`config.mk`:
```
export PLATFORM = sky130hd
export DESIGN_NAME = sock_supervisor
export DESIGN_NICKNAME = d
export VERILOG_FILES = /design/src/rtl/sock_pkg.sv /design/src/rtl/sock_debounce.sv /design/src/rtl/sock_fsm.sv /design/src/rtl/sock_timer.sv /design/src/rtl/sock_supervisor.sv
export SDC_FILE = /design/constraint.sdc
export NUM_CORES = 1
export LEC_CHECK = 0
export BUFFER_PORTS_ARGS = -buffer_cell sky130_fd_sc_hd__buf_2
export CAP_MARGIN = 10
export CORE_UTILIZATION = 52
export DETAILED_ROUTE_END_ITERATION = 12
export PLACE_DENSITY = 0.82
export SLEW_MARGIN = 20
export SYNTH_ARGS = -nofsm -noshare
export SYNTH_HDL_FRONTEND = slang
export SYNTH_SLANG_ARGS = --single-unit
```
`constraint.sdc`:
```
create_clock -name clk -period 5 [get_ports clk]
set_clock_uncertainty 0.05 [all_clocks]
set_input_delay 0.75 -clock clk [delete_from_list [all_inputs] [get_ports clk]]
set_output_delay 0.75 -clock clk [all_outputs]
set_load 0.03 [all_outputs]
```
`src/rtl/sock_pkg.sv`:
```
package sock_pkg;
    typedef enum logic [1:0] {
        ST_EMPTY      = 2'd0,
        ST_AWAIT_INIT = 2'd1,
        ST_READY      = 2'd2
    } sock_state_e;
endpackage

```
`src/rtl/sock_debounce.sv`:
```
module sock_debounce #(
    parameter int CD_W = 2
) (
    input  logic            clk,
    input  logic            rst_n,
    input  logic            tick,
    input  logic [CD_W-1:0] cd_n,
    output logic            ev_empty,
    output logic            ev_present
);
    logic [CD_W-1:0] last_q;
    logic            agree;

    assign agree = (cd_n == last_q);

    always_ff @(posedge clk or negedge rst_n) begin
        if (!rst_n) begin
            last_q     <= '1;
            ev_empty   <= 1'b0;
            ev_present <= 1'b0;
        end else begin
            ev_empty   <= tick && agree && (|cd_n);
            ev_present <= tick && agree && (cd_n == '0);
            if (tick) last_q <= cd_n;
        end
    end

    AST_EVT_EXCLUSIVE: assert property (@(posedge clk) disable iff (!rst_n)
        !(ev_empty && ev_present));
    AST_EVT_AFTER_TICK: assert property (@(posedge clk) disable iff (!rst_n)
        (ev_empty || ev_present) |-> $past(tick));
endmodule

```
`src/rtl/sock_fsm.sv`:
```
module sock_fsm
    import sock_pkg::*;
(
    input  logic clk,
    input  logic rst_n,
    input  logic ev_empty,
    input  logic ev_present,
    input  logic init_done,
    output logic flag_nodisk,
    output logic flag_noinit,
    output logic sock_pwr_en,
    output logic card_rst_n,
    output logic bus_float
);
    sock_state_e state_q, state_d;

    always_comb begin
        state_d = state_q;
        unique case (state_q)
            ST_EMPTY: begin
                if (ev_present) state_d = ST_AWAIT_INIT;
            end
            ST_AWAIT_INIT: begin
                if (ev_empty)       state_d = ST_EMPTY;
                else if (init_done) state_d = ST_READY;
            end
            ST_READY: begin
                if (ev_empty) state_d = ST_EMPTY;
            end
            default: state_d = ST_EMPTY;
        endcase
    end

    always_ff @(posedge clk or negedge rst_n) begin
        if (!rst_n) state_q <= ST_EMPTY;
        else        state_q <= state_d;
    end

    always_comb begin
        flag_nodisk = 1'b1;
        flag_noinit = 1'b1;
        sock_pwr_en = 1'b0;
        card_rst_n  = 1'b0;
        bus_float   = 1'b1;
        unique case (state_q)
            ST_EMPTY: ;
            ST_AWAIT_INIT: begin
                flag_nodisk = 1'b0;
                sock_pwr_en = 1'b1;
                card_rst_n  = 1'b1;
                bus_float   = 1'b0;
            end
            ST_READY: begin
                flag_nodisk = 1'b0;
                flag_noinit = 1'b0;
                sock_pwr_en = 1'b1;
                card_rst_n  = 1'b1;
                bus_float   = 1'b0;
            end
            default: ;
        endcase
    end

    AST_REMOVE_SAFES: assert property (@(posedge clk) disable iff (!rst_n)
        ev_empty |=> (flag_nodisk && flag_noinit && !sock_pwr_en && !card_rst_n && bus_float));
    AST_INIT_GATED: assert property (@(posedge clk) disable iff (!rst_n)
        $fell(flag_noinit) |-> ($past(init_done) && !$past(flag_nodisk)));
    AST_PRESENT_KEEPS_INIT: assert property (@(posedge clk) disable iff (!rst_n)
        (ev_present && !init_done) |=> (!flag_nodisk && $stable(flag_noinit)));
endmodule

```
`src/rtl/sock_timer.sv`:
```
module sock_timer #(
    parameter int TMR_W = 8
) (
    input  logic             clk,
    input  logic             rst_n,
    input  logic             tick,
    input  logic             load,
    input  logic [TMR_W-1:0] value,
    output logic [TMR_W-1:0] count,
    output logic             zero
);
    localparam logic [TMR_W-1:0] ONE = TMR_W'(1);

    always_ff @(posedge clk or negedge rst_n) begin
        if (!rst_n)                   count <= '0;
        else if (load)                count <= value;
        else if (tick && count != '0) count <= count - ONE;
    end

    assign zero = (count == '0);

    AST_TMR_HOLD_ZERO: assert property (@(posedge clk) disable iff (!rst_n)
        (!load && count == '0) |=> (count == '0));
    AST_TMR_STEP: assert property (@(posedge clk) disable iff (!rst_n)
        (!load && tick && count != '0) |=> (count == $past(count) - ONE));
    AST_TMR_LOAD: assert property (@(posedge clk) disable iff (!rst_n)
        load |=> (count == $past(value)));
endmodule

```
`src/rtl/sock_supervisor.sv`:
```
module sock_supervisor #(
    parameter int TMR_W = 8
) (
    input  logic             clk,
    input  logic             rst_n,
    input  logic             tick,
    input  logic             cd_a_n,
    input  logic             cd_b_n,
    input  logic             init_done,
    input  logic             tmr_load,
    input  logic [TMR_W-1:0] tmr_value,
    output logic             flag_nodisk,
    output logic             flag_noinit,
    output logic             sock_pwr_en,
    output logic             card_rst_n,
    output logic             bus_float,
    output logic [TMR_W-1:0] tmr_count,
    output logic             tmr_zero
);
    localparam int CD_W = 2;

    logic [CD_W-1:0] cd_bus;
    logic            ev_empty;
    logic            ev_present;

    assign cd_bus = {cd_a_n, cd_b_n};

    sock_debounce #(.CD_W(CD_W)) u_deb (
        .clk        (clk),
        .rst_n      (rst_n),
        .tick       (tick),
        .cd_n       (cd_bus),
        .ev_empty   (ev_empty),
        .ev_present (ev_present)
    );

    sock_fsm u_fsm (
        .clk         (clk),
        .rst_n       (rst_n),
        .ev_empty    (ev_empty),
        .ev_present  (ev_present),
        .init_done   (init_done),
        .flag_nodisk (flag_nodisk),
        .flag_noinit (flag_noinit),
        .sock_pwr_en (sock_pwr_en),
        .card_rst_n  (card_rst_n),
        .bus_float   (bus_float)
    );

    sock_timer #(.TMR_W(TMR_W)) u_tmr (
        .clk   (clk),
        .rst_n (rst_n),
        .tick  (tick),
        .load  (tmr_load),
        .value (tmr_value),
        .count (tmr_count),
        .zero  (tmr_zero)
    );
endmodule

```
==> results_dict.tcl <==
set metrics [dict create \
    critPathRequiredTime_ns 4.20 \
    crit_start "u_tmr.count[0]" \
    ioPinCount 29 \
    setup_viol 0 \
    cts_resized 0 \
    synth_top_area_share_pct 34.8 \
    synth_enable_flop_cells 0 \
    die_h_um 42.7 \
    yosysTopAreaCell "dfrtp_1" \
    cts.sinks 14 \
    dr_total_vias 722 \
    grt_antenna_before_repair 0 \
    synthTopCellsByCount "12 x dfrtp_1, 8 x inv_1, 8 x nand2_1" \
    drive_gt1_share_pct 34.2 \
    timing.slew.headroom_pct 64.5 \
    placementRows 14 \
    grt_pass1_wl_mm 2.73 \
    routedWlPerCell_um 12.3 \
    clk_pin_slew_worst_paths_ns 0.08 \
    ys_types 32 \
    wl_met1_um 653 \
    slew_viol_final 0 \
    tightest_slew_ns 0.528 \
    leakage_nw 0.484 \
    place_area_um2 1000 \
    insertion_delay_ns 0.27 \
    max_cap_viol_count 0 \
    grtUsageTotal_pct 19.9 \
    cp_max_fo 8 \
    rsz0062_at_grt "false" \
    ys_ff_latch 14 \
    yosys_most_used_dff "dfrtp_1" \
    yosys_warnings 0 \
    cts_tree "yes" \
    instances_no_fill 130 \
    syn_area_um2 863 \
    critical_path.top_delay_family "simple AND/OR/NAND/NOR gates" \
    diodes 0 \
    worst_r2r_endpoint "u_tmr.count[5]" \
    wl_met3_um 118 \
    r2r_start "u_tmr.count[2]" \
    reg2reg_depth 4 \
    cp.depth 5 \
    place.gp.congestion 0.834 \
    reg2reg_slack_ns 3.21 \
    status "finished clean" \
    synth_area_per_cell_um2 10.0 \
    synth.most_common_cell "dfrtp_1" \
    period_needed_ns 2.57 \
    hold_violations 0 \
    fin_tns_setup_ns 0 \
    path_class "reg2out" \
    hold_class "in2async" \
    drt-pass1-iter-count 4 \
    numPortBuffers 28 \
    cts_hold_buf 0 \
    fin_nets 136 \
    dp_hpwl_mm 1.26 \
    endpoint "tmr_zero" \
    htreeDepth 1 \
    synthArstFlopShare_pct 100 \
    cp_cell_sequence "inv_1, ha_1, nor3b_2, and2_1, buf_2" \
    grt_overflow 0 \
    ir_drop_uv 265 \
    post_cts_buffers 0 \
    arrival_ns 1.77 \
    synth_cells 86 \
    first_iter_violations 9 \
    viasPerCell 5.55 \
    synth_nets 107 \
    clockRootBuffer "clkbuf_4" \
    cts.path.max_buffers 2 \
    die_w_um 42.7 \
    drcViolationCount 0 \
    final_util_pct 67.4 \
    met2_length_um 813 \
    initial_core_util_pct 56.7 \
    slowest_stage "nor3b_2" \
    total_power_w 0.000435 \
    coreArea_um2 1520 \
    fin_area_um2 1030 \
    maxUsedRoutingLayer "met4" \
    end_kind "output pin" \
    die_area_um2 1830 \
    power_density_nw_per_um2 423 \
    grt_max_degree 17 \
    drt-total-wl_mm 1.60 \
    ant_nets 0 \
    dp.cells 126 \
    critPathBufInv 2 \
    syn2layout_area_growth_pct 19.0 \
    synth_area_leaders "dfrtp_1 35%, ha_1 8.7%, dfstp_2 6.1%, o21ai_1 4.1%, xnor2_1 4.1%" \
    min_period_over_period_pct 51.4 \
    fmax_mhz 389 \
    first_global_vias 658 \
    yosysSeqAreaShare_pct 40.9 \
    start_kind "register" \
    critical-path-max-stage-delay_ns 0.45 \
    cts_made_buffers 3 \
]
layout by cell type (no fill, tap or decap), types with 3 or more instances in the layout:
master    synthesis  layout
ha_1              6       6
nor2_1            3       3
inv_1             8       8
a211oi_1          3       3
xnor2_1           4       4
mux2i_1           3       3
nand2_1           8       8
buf_2             0      28
dfrtp_1          12      12
clkbuf_4          0       3
o21ai_1           7       7
a21oi_1           5       5
area by class of cell:
class,instances,area [um2]
multi-input combinational,60,458
clock buffer,4,26.3
sequential,14,353
fill,131,497
tap,16,20.0
timing repair buffer,28,140
inverter,8,30.0
through the flow:
step	setup WS (ns)	hold slack, ns
after floorplan	2.67	0.397
after global placement	2.77	0.420
after detailed placement	2.72	0.423
after CTS	2.42	0.311
after global routing	2.32	0.318
final	2.43	0.301
worst min path at each step:
stage                         startpoint               end  slack [ns]  cells after the start
after floorplan                    rst_n    u_deb.ev_empty        0.40                      0
after global placement    u_deb.ev_empty  u_fsm.state_q[1]        0.42                      1
after detailed placement  u_deb.ev_empty  u_fsm.state_q[1]        0.42                      1
after CTS                          rst_n    u_tmr.count[6]        0.31                      1
after global routing               rst_n    u_tmr.count[4]        0.32                      1
final                              rst_n    u_tmr.count[2]        0.30                      1
routing by layer:
metal / global-route usage (%) / up-vias
met1: 24.2 / 337
li1: - / 354
met3: 5.11 / 2
met4: 5.63 / 0
met5: 0 / -
met2: 34.5 / 29
where the power goes:
| group | internal [W] | leakage (nW) | switching [W] |
|---|---|---|---|
| combinational | 0.0000737 | 0.299 | 0.000147 |
| clock | 0.0000309 | 0.0150 | 0.0000323 |
| sequential | 0.000132 | 0.170 | 0.0000190 |
| total | 0.000236 | 0.484 | 0.000198 |
state kept, by name, indices dropped and copies added, names as in the netlist:
signal            cells
u_tmr.count           8
u_deb.ev_empty        1
u_deb.last_q          2
u_fsm.state_q         2
u_deb.ev_present      1
logic make-up after synthesis:
family	after synthesis	share of synthesized area, %
adder cells (fa/ha/maj)	6	8.70
AND/OR/NAND/NOR	24	16.1
buffers and inverters	12	6.09
AO/OA/AOI/OAI	20	16.8
XOR/XNOR	4	4.06
flip-flops	14	40.9
multiplexers	6	7.39
Note: power is estimated with default switching activity, not from simulation.
